<file path="config.mk">
export PLATFORM = sky130hd
export DESIGN_NAME = wdg_bcd_steer
export DESIGN_NICKNAME = d
export VERILOG_FILES = /design/src/rtl/wdg_pkg.sv /design/src/rtl/wdg_bcd_countdown.sv /design/src/rtl/wdg_rst_pulse.sv /design/src/rtl/wdg_regs.sv /design/src/rtl/wdg_bcd_steer.sv
export SDC_FILE = /design/constraint.sdc
export NUM_CORES = 1
export LEC_CHECK = 0
export BUFFER_PORTS_ARGS = -buffer_cell sky130_fd_sc_hd__buf_2
export CAP_MARGIN = 30
export CORE_UTILIZATION = 62
export CTS_BUF_LIST = sky130_fd_sc_hd__clkbuf_16
export CTS_CLUSTER_DIAMETER = 150
export DETAILED_ROUTE_END_ITERATION = 6
export GPL_TIMING_DRIVEN = 0
export HOLD_SLACK_MARGIN = 0.02
export PLACE_DENSITY_LB_ADDON = 0.1
export REMOVE_ABC_BUFFERS = 1
export SETUP_SLACK_MARGIN = 0.2
export SYNTH_ARGS = -nofsm -noshare
export SYNTH_HDL_FRONTEND = slang
export SYNTH_SLANG_ARGS = --single-unit
</file>
<file path="constraint.sdc">
create_clock -name clk -period 4.8 [get_ports clk]
set_input_delay 0.72 -clock clk [delete_from_list [all_inputs] [get_ports clk]]
set_output_delay 0.72 -clock clk [all_outputs]
set_load 0.05 [all_outputs]
</file>
<file path="src/rtl/wdg_pkg.sv">
package wdg_pkg;

  typedef enum logic [1:0] {
    WM_OFF     = 2'd0,
    WM_REPEAT  = 2'd1,
    WM_ONESHOT = 2'd2
  } wdg_mode_t;

  typedef struct packed {
    logic       borrow;
    logic [3:0] digit;
  } bcd_step_t;

  // One BCD digit of a decrement: takes a borrow in, gives digit and borrow out.
  function automatic bcd_step_t bcd_digit_dec(input logic [3:0] d, input logic bin);
    bcd_step_t r;
    if (!bin) begin
      r.borrow = 1'b0;
      r.digit  = d;
    end else if (d == 4'd0) begin
      r.borrow = 1'b1;
      r.digit  = 4'd9;
    end else begin
      r.borrow = 1'b0;
      r.digit  = d - 4'd1;
    end
    return r;
  endfunction

  function automatic wdg_mode_t wdg_mode(input logic en, input logic steer);
    if (!en)   return WM_OFF;
    if (steer) return WM_ONESHOT;
    return WM_REPEAT;
  endfunction

endpackage

</file>
<file path="src/rtl/wdg_bcd_countdown.sv">
module wdg_bcd_countdown
  import wdg_pkg::*;
#(
  parameter int DIGITS = 4
) (
  input  logic                clk,
  input  logic                rst_n,
  input  logic                tick,
  input  logic                load,
  input  logic [DIGITS*4-1:0] load_val,
  input  logic [DIGITS*4-1:0] reload_val,
  output logic                timeout_evt,
  output logic                reload_zero
);
  localparam int CW = DIGITS * 4;

  logic [CW-1:0]   cnt_q;
  logic [CW-1:0]   cnt_dec;
  logic [DIGITS:0] borrow;
  logic            cnt_zero;
  logic            cnt_one;

  assign borrow[0] = 1'b1;

  generate
    for (genvar i = 0; i < DIGITS; i++) begin : g_digit
      bcd_step_t s;
      assign s                = bcd_digit_dec(cnt_q[i*4 +: 4], borrow[i]);
      assign cnt_dec[i*4 +: 4] = s.digit;
      assign borrow[i+1]      = s.borrow;
    end
  endgenerate

  // A borrow out of the top digit means the count was all zero.
  assign cnt_zero    = borrow[DIGITS];
  assign cnt_one     = (cnt_q == CW'(1));
  assign reload_zero = (reload_val == '0);
  assign timeout_evt = tick && !load && !reload_zero && cnt_one;

  always_ff @(posedge clk) begin
    if (!rst_n) begin
      cnt_q <= '0;
    end else if (load) begin
      cnt_q <= load_val;
    end else if (tick && !reload_zero) begin
      if (cnt_zero || cnt_one) cnt_q <= reload_val;
      else                     cnt_q <= cnt_dec;
    end
  end

endmodule

</file>
<file path="src/rtl/wdg_rst_pulse.sv">
module wdg_rst_pulse #(
  parameter int PULSE_TICKS = 10
) (
  input  logic clk,
  input  logic rst_n,
  input  logic tick,
  input  logic start,
  output logic active,
  output logic done
);
  localparam int PW = $clog2(PULSE_TICKS + 1);

  logic [PW-1:0] left_q;

  assign active = (left_q != '0);
  assign done   = tick && (left_q == PW'(1));

  always_ff @(posedge clk) begin
    if (!rst_n) begin
      left_q <= '0;
    end else if (start && !active) begin
      left_q <= PW'(PULSE_TICKS);
    end else if (tick && active) begin
      left_q <= left_q - PW'(1);
    end
  end

endmodule

</file>
<file path="src/rtl/wdg_regs.sv">
module wdg_regs #(
  parameter int ADDR_W   = 2,
  parameter int DATA_W   = 8,
  parameter int TO_BYTES = 2
) (
  input  logic                         clk,
  input  logic                         rst_n,
  input  logic                         wr_en,
  input  logic                         rd_en,
  input  logic [ADDR_W-1:0]            addr,
  input  logic [DATA_W-1:0]            wdata,
  input  logic                         set_wdf,
  input  logic                         set_irq,
  input  logic                         clr_en,
  output logic [DATA_W-1:0]            rdata,
  output logic                         en,
  output logic                         steer,
  output logic                         wdf,
  output logic                         irqf,
  output logic                         to_load,
  output logic [TO_BYTES*DATA_W-1:0]   to_next,
  output logic [TO_BYTES*DATA_W-1:0]   to_cur
);
  localparam logic [ADDR_W-1:0] A_STATUS = ADDR_W'(0);
  localparam logic [ADDR_W-1:0] A_CTRL   = ADDR_W'(1);
  localparam int                A_TO0    = 2;

  logic [TO_BYTES-1:0] to_hit;
  logic                status_rd;
  logic                ctrl_wr;

  assign status_rd = rd_en && (addr == A_STATUS);
  assign ctrl_wr   = wr_en && (addr == A_CTRL);

  generate
    for (genvar b = 0; b < TO_BYTES; b++) begin : g_to_byte
      assign to_hit[b] = wr_en && (addr == ADDR_W'(A_TO0 + b));
      assign to_next[b*DATA_W +: DATA_W] = to_hit[b] ? wdata : to_cur[b*DATA_W +: DATA_W];
    end
  endgenerate

  assign to_load = |to_hit;

  // Timeout bytes are deliberately left without reset.
  always_ff @(posedge clk) begin
    to_cur <= to_next;
  end

  always_ff @(posedge clk) begin
    if (!rst_n) begin
      en    <= 1'b0;
      steer <= 1'b0;
      wdf   <= 1'b0;
      irqf  <= 1'b0;
    end else begin
      if (ctrl_wr) begin
        en    <= wdata[1];
        steer <= wdata[0];
      end else if (clr_en) begin
        en <= 1'b0;
      end
      if (set_wdf)        wdf <= 1'b1;
      else if (status_rd) wdf <= 1'b0;
      if (set_irq)        irqf <= 1'b1;
      else if (status_rd) irqf <= 1'b0;
    end
  end

  always_comb begin
    rdata = '0;
    if (addr == A_STATUS) begin
      rdata[0] = wdf;
      rdata[1] = irqf;
    end else if (addr == A_CTRL) begin
      rdata[0] = steer;
      rdata[1] = en;
    end else begin
      for (int b = 0; b < TO_BYTES; b++) begin
        if (addr == ADDR_W'(A_TO0 + b)) rdata = to_cur[b*DATA_W +: DATA_W];
      end
    end
  end

endmodule

</file>
<file path="src/rtl/wdg_bcd_steer.sv">
module wdg_bcd_steer
  import wdg_pkg::*;
#(
  parameter int DIGITS    = 4,
  parameter int RST_TICKS = 10,
  parameter int ADDR_W    = 2,
  parameter int DATA_W    = 8
) (
  input  logic              clk,
  input  logic              rst_n,
  input  logic              tick,
  input  logic              wr_en,
  input  logic              rd_en,
  input  logic [ADDR_W-1:0] addr,
  input  logic [DATA_W-1:0] wdata,
  output logic [DATA_W-1:0] rdata,
  output logic              irq_n,
  output logic              wdt_rst_n
);
  localparam int CW       = DIGITS * 4;
  localparam int TO_BYTES = CW / DATA_W;

  // Internal events, named so the checker can watch them.
  logic          timeout_evt;
  logic          reload_zero;
  logic          irq_set;
  logic          pulse_start;
  logic          pulse_done;
  logic          pulse_active;
  logic          en;
  logic          steer;
  logic          wdf;
  logic          irqf;
  logic          to_load;
  logic [CW-1:0] to_next;
  logic [CW-1:0] to_cur;
  wdg_mode_t     mode;

  assign mode        = wdg_mode(en, steer);
  assign irq_set     = timeout_evt && (mode == WM_REPEAT);
  assign pulse_start = timeout_evt && (mode == WM_ONESHOT);

  wdg_regs #(
    .ADDR_W   (ADDR_W),
    .DATA_W   (DATA_W),
    .TO_BYTES (TO_BYTES)
  ) u_regs (
    .clk     (clk),
    .rst_n   (rst_n),
    .wr_en   (wr_en),
    .rd_en   (rd_en),
    .addr    (addr),
    .wdata   (wdata),
    .set_wdf (timeout_evt),
    .set_irq (irq_set),
    .clr_en  (pulse_done),
    .rdata   (rdata),
    .en      (en),
    .steer   (steer),
    .wdf     (wdf),
    .irqf    (irqf),
    .to_load (to_load),
    .to_next (to_next),
    .to_cur  (to_cur)
  );

  wdg_bcd_countdown #(
    .DIGITS (DIGITS)
  ) u_count (
    .clk         (clk),
    .rst_n       (rst_n),
    .tick        (tick),
    .load        (to_load),
    .load_val    (to_next),
    .reload_val  (to_cur),
    .timeout_evt (timeout_evt),
    .reload_zero (reload_zero)
  );

  wdg_rst_pulse #(
    .PULSE_TICKS (RST_TICKS)
  ) u_pulse (
    .clk    (clk),
    .rst_n  (rst_n),
    .tick   (tick),
    .start  (pulse_start),
    .active (pulse_active),
    .done   (pulse_done)
  );

  assign irq_n     = ~irqf;
  assign wdt_rst_n = ~pulse_active;

endmodule

</file>
**Word-level counts from Yosys, hierarchy flattened**

Cells that the tools add are included.

- $add $sub $neg: 5
- Equality and inequality tests: 7
- Multiplexer cells: 31
- Bitwise gates (word level): 3
- Reduce and logical (&&, ||, !) cells: 37

Operator list:

| cell | number |
|---|---|
| 16-bit two-way mux | 3 |
| 5-bit two-way mux | 7 |
| 8-bit two-way mux | 4 |
| 4-bit by 1-bit subtractor with 4-bit output, second input constant | 5 |
| 16-bit by 1-bit == test with 1-bit output, second input constant | 1 |
| 16-bit logical NOT | 1 |
| 4-bit logical NOT | 4 |
| 1-bit logical AND | 13 |
| 2-bit two-way mux | 6 |
| 6-bit two-way mux | 2 |
| 2-bit nonzero test | 5 |
| 3-bit nonzero test | 3 |
| 4-bit two-way mux | 2 |
| 1-bit two-way mux | 7 |
| 2-bit == test, second input constant | 3 |
| 2-bit AND reduction | 3 |
| 2-bit by 1-bit == test with 1-bit output, second input constant | 2 |
| 4-bit by 1-bit == test with 1-bit output, second input constant | 1 |
| 4-bit nonzero test | 1 |
| 2-bit OR reduction | 2 |
| 1-bit logical NOT | 3 |
| 1-bit inverter | 3 |
| 2-bit logical NOT | 1 |
| 1-bit logical OR | 1 |

- Bits in registers: 40
- Input bits: 15
- Output and inout bits: 10
- Logic and storage cells: 94

**Logic depth before layout (Yosys ltp)**

- Depth after elaboration: 10
- Depth in mapped cells: 8

**Modules after synthesis**

Synthesis repeated with hierarchy kept, for this count alone.

- Cells, all modules: 284
- Area total of the unflattened synthesis: 2543.7 um^2

By module, submodules not included:

| module | instances | cells an instance | area an instance (um^2) | sequential area each (um^2) |
|---|---|---|---|---|
| wdg_bcd_countdown | 1 | 181 | 1398.8 | 320.3 |
| wdg_regs | 1 | 69 | 864.6 | 400.4 |
| wdg_rst_pulse | 1 | 30 | 256.5 | 80.1 |
| wdg_bcd_steer | 1 | 4 | 23.8 | 0.0 |

**Worst setup path after synthesis**

No wires, ideal clock.

- Path kind: input to output
- Start point: in addr[0]
- End point: out rdata[5]
- Arrival: 2.217 ns
- Required time: 4.080 ns
- Slack: 1.863 ns
- Stages: 4
- Path buffers: 2
- Path through: clkbuf_1 -> buf_1 -> mux2i_1 -> nor2b_1

- Cells in the longest elaborated chain, start to end: 5
- Elaborated cells between the ends (all ways): 8
- Classes of those cells: 3 x eq/ne; 4 x mux; 1 x reduce/logical

Ends and longest elaborated chain:

| what | RTL line | RTL |
|---|---|---|
| start, declared | wdg_bcd_steer.sv:14 | `input logic [ADDR_W-1:0] addr,` |
| 2-bit == test | wdg_regs.sv:79 | `if (addr == ADDR_W'(A_TO0 + b)) rdata = to_cur[b*DATA_W +: DATA_W];` |
| 8-bit two-way mux (2 in a row) | wdg_regs.sv:79 |  |
| 6-bit two-way mux | wdg_regs.sv:74 | `end else if (addr == A_CTRL) begin` |
| 6-bit two-way mux * | wdg_regs.sv:71 | `if (addr == A_STATUS) begin` |
| end, declared | wdg_bcd_steer.sv:16 | `output logic [DATA_W-1:0] rdata,` |

Mark *: on every way between the ends. The rest lies on a longest branch, timed or not.

**Final worst setup path**

- Start point: reg u_count.cnt_q[12]
- End point: reg u_pulse.left_q[0]

- Cells in the longest elaborated chain, start to end: 5

Ends and longest elaborated chain:

| what | RTL line | RTL |
|---|---|---|
| start, declared | wdg_bcd_countdown.sv:17 | `logic [CW-1:0] cnt_q;` |
| start signal, assigned | wdg_bcd_countdown.sv:44 | `cnt_q <= load_val;` |
| start signal, assigned | wdg_bcd_countdown.sv:46 | `if (cnt_zero \|\| cnt_one) cnt_q <= reload_val;` |
| start signal, assigned | wdg_bcd_countdown.sv:47 | `else cnt_q <= cnt_dec;` |
| 16-bit by 1-bit == test with 1-bit output | wdg_bcd_countdown.sv:36 | `assign cnt_one = (cnt_q == CW'(1));` |
| 1-bit logical AND | wdg_bcd_countdown.sv:38 | `assign timeout_evt = tick && !load && !reload_zero && cnt_one;` |
| 1-bit logical AND | wdg_bcd_steer.sv:41 | `assign pulse_start = timeout_evt && (mode == WM_ONESHOT);` |
| 1-bit logical AND | wdg_rst_pulse.sv:21 | `end else if (start && !active) begin` |
| 2-bit OR reduction (no line) | -- |  |
| end signal, assigned | wdg_rst_pulse.sv:22 | `left_q <= PW'(PULSE_TICKS);` |
| end signal, assigned | wdg_rst_pulse.sv:24 | `left_q <= left_q - PW'(1);` |
| end, declared | wdg_rst_pulse.sv:13 | `logic [PW-1:0] left_q;` |

No other way between the ends.
A chain may end at the register's enable or synchronous reset.

==> summary.txt <==
outcome = finished, final reports clean
Max Freq = 0.3335 GHz
crit path kind = reg -> reg
largest net degree at the start of global routing = 26
pwr dens = 479.2 nW/um^2
CTS clk-pin slew, worst paths = 0.05 ns
Worst EP arrival = 3.17 ns
Placer Congestion = 0.8861
Final Skew = 0.004243 ns
wirelength, routed = 6636 microns
leakage power = 1.123 nW
crit path launch type = register
Filler Cell Count = 328
clk buf depth = 2
FFs w/ async S/R, synth = 0%
ant diodes = 0
Final Slew Violations = 0
placed insts = 342
Seq/Total Area, Yosys = 31.16%
floorplan row count = 23
share of cells above drive strength 1 = 22.74%
post-cts resize count = 0
Layout Nets = 321
GRT Total Usage = 31.81%
CTS Buf Count = 5
CTS tree = done
number of synthesized flops with an enable pin = 0
Initial Util = 64.25%
PortBufs = 24
TNS Setup = 0 ns
final setup fails = 0
H-Tree Depth = 2
total core area = 4000 sq um
drt wl/cell = 19.01 microns
post-synthesis average cell area = 9.211 sq um
Reg area = 800.8 sq um
relative slew slack = 46.04%
Syn Inst Count = 279
Die Y = 66.38 microns
Period minus WS final = 2.999 ns
Skew-Pair Late Insertion Delay = 0.28 ns
io pins = 25
total number of vias = 2359
vias in the first global route = 2083
Mapped Area = 2570 sq um
DIE AREA = 4406 sq um
DRC = 0
Synth warnings = 0
router iterations before antenna repair = 5
# hold bufs at CTS = 0
Netlist cell types = 66
number of non-filler instances in the completed layout = 349
worst vdd ir = 397.4 uV
Hold Slack = 0.4800 ns
Area Overhead vs Synth = 10.42%
GR Overflow Total = 0
CP Capture Type = register
main flop type after synthesis = dfxtp_1
Fin. Hold Viols = 0
CTS sink cnt = 40
final instance area = 2838 sq um
MaxCap Viol Count = 0
root buffer cell = clkbuf_16
antenna violations before repair = 0
Initial DRC Count = 354
Crit path required time = 4.97 ns
die width = 66.38 microns
vias per inst = 6.759
RSZ-0062 raised after global routing = false
crit-path max FO = 6
HPWL Detailed = 4599 microns
measured slew at the worst slew-check pin = 0.8020 ns
area of the multi-input gates = 1657 sq um
first-pass GRT wire length = 10320 microns
part of the cycle the worst path needs = 62.48%
post-CTS setup buffer count = 0
register bit total from synthesis = 40
Hold Path Class = reg -> reg
placed cell areas = 2704 sq um
Post-DRT Antenna Nets = 0
==> cell usage after synthesis (all sizes together), types with 2 or more instances <==
cell / count / share of area [%]
xnor2: 3 / 1.0
o21ai: 17 / 3.3
nor3: 5 / 0.97
o41ai: 3 / 1.8
nor3b: 4 / 1.4
a31oi: 3 / 0.73
and3: 5 / 1.2
or4: 4 / 1.6
or3b: 3 / 1.0
mux2: 20 / 8.8
nand3b: 3 / 0.88
o22ai: 4 / 0.97
o311ai: 2 / 0.68
nand2b: 2 / 0.49
nand3: 4 / 0.78
dfxtp: 40 / 31
a32oi: 2 / 0.68
a41oi: 2 / 0.68
mux2i: 18 / 7.0
o211ai: 2 / 0.58
mux4: 2 / 1.8
o2bb2ai: 3 / 1.0
inv: 13 / 1.9
ha: 7 / 3.4
nand2: 19 / 2.8
nand4: 8 / 1.9
clkbuf: 6 / 0.88
o31ai: 4 / 1.2
nor4: 5 / 1.8
a21oi: 9 / 1.9
a211oi: 4 / 1.2
o41a: 2 / 0.92
a21boi: 4 / 1.2
buf: 6 / 1.5
nor2b: 8 / 1.9
a2bb2oi: 2 / 0.68
a211o: 3 / 1.0
and2: 2 / 0.49
nor2: 10 / 1.5
==> routing by layer <==
metal,share of wire (%),global-route usage (%)
met1,47,43.99
met4,1.2,8.245
met3,6.8,7.586
met5,0,0
met2,45,49.23
==> worst max-delay path, stage by stage, from the launching register on <==
cell and delay (ns):
dfxtp_1 0.33, inv_1 0.10, ha_1 0.24, or3b_2 0.56, nor4_2 0.67, buf_4 0.28
and4_1 0.27, nand4_1 0.20, and3_1 0.24
==> flip-flops by register name, indices dropped and copies added (netlist names) <==
signal / flops
u_regs.wdf: 1
u_pulse.left_q: 4
u_regs.en: 1
u_regs.irqf: 1
u_regs.to_cur: 16
u_count.cnt_q: 16
u_regs.steer: 1
==> final cells by class <==
class / count / share of cell area, %
Multi-Input combinational cell: 213 / 58.38
Sequential cell: 40 / 28.22
Timing Repair Buffer: 26 / 4.762
Clock buffer: 5 / 4.409
Tap cell: 50 / 2.205
Inverter: 13 / 1.720
Clock inverter: 2 / 0.3086
==> where the power goes <==
group,total (W),switching [W],leakage [nW],internal (W)
clock network,0.000313,0.000126,0.0709,0.000187
registers,0.000483,0.0000850,0.332,0.000398
logic,0.000564,0.000336,0.720,0.000228
total,0.00136,0.000547,1.12,0.000813
==> logic make-up after synthesis <==
kind of cell               synth area share (%)
and+or+nand+nor                           20.35
AOI/OAI and AO/OA                         21.57
muxes                                     17.53
DFF                                       31.16
buffers and inverters                     4.625
adders and majority gates                 3.408
xor gates and xnor gates                  1.363
==> stage by stage <==
stage | power, W | utilization (%) | setup slack [ns]
after global placement | 0.001012 | 67.06 | 1.105
after detailed placement | 0.001036 | 67.59 | 1.924
after global routing | 0.001430 | 70.94 | 1.705
after CTS | 0.001350 | 70.94 | 1.889
after floorplan | 0.0008872 | - | 2.054
final | 0.001360 | 70.94 | 1.801
==> placed cells by master (no fill, tap or decap), types with 3 or more instances in the layout <==
cell	n
o31ai_1	4
o22ai_1	4
or4_4	3
nor2_1	10
mux2_2	20
clkbuf_16	5
nor2b_1	8
ha_1	7
a211oi_1	4
nand3b_1	3
inv_1	14
a211o_1	3
nand2_1	19
buf_2	24
o21ai_0	16
a21boi_0	4
xnor2_1	3
nor4_1	3
and3_1	5
a21oi_1	8
nand3_1	4
nor3_1	5
mux2i_1	18
nand4_1	8
a31oi_1	3
nor3b_1	3
dfxtp_1	40
o2bb2ai_1	3
==> path summary, 6_finish.rpt <==
kind                          start                end  slack [ns]  depth (start not counted)
setup / recovery  u_count.cnt_q[12]  u_pulse.left_q[0]        1.80                          8
setup reg to reg  u_count.cnt_q[12]  u_pulse.left_q[0]        1.80                          8
hold / removal          u_regs.irqf        u_regs.irqf        0.48                          2
hold reg to reg         u_regs.irqf        u_regs.irqf        0.48                          2
(Power assumes the default switching activity.)
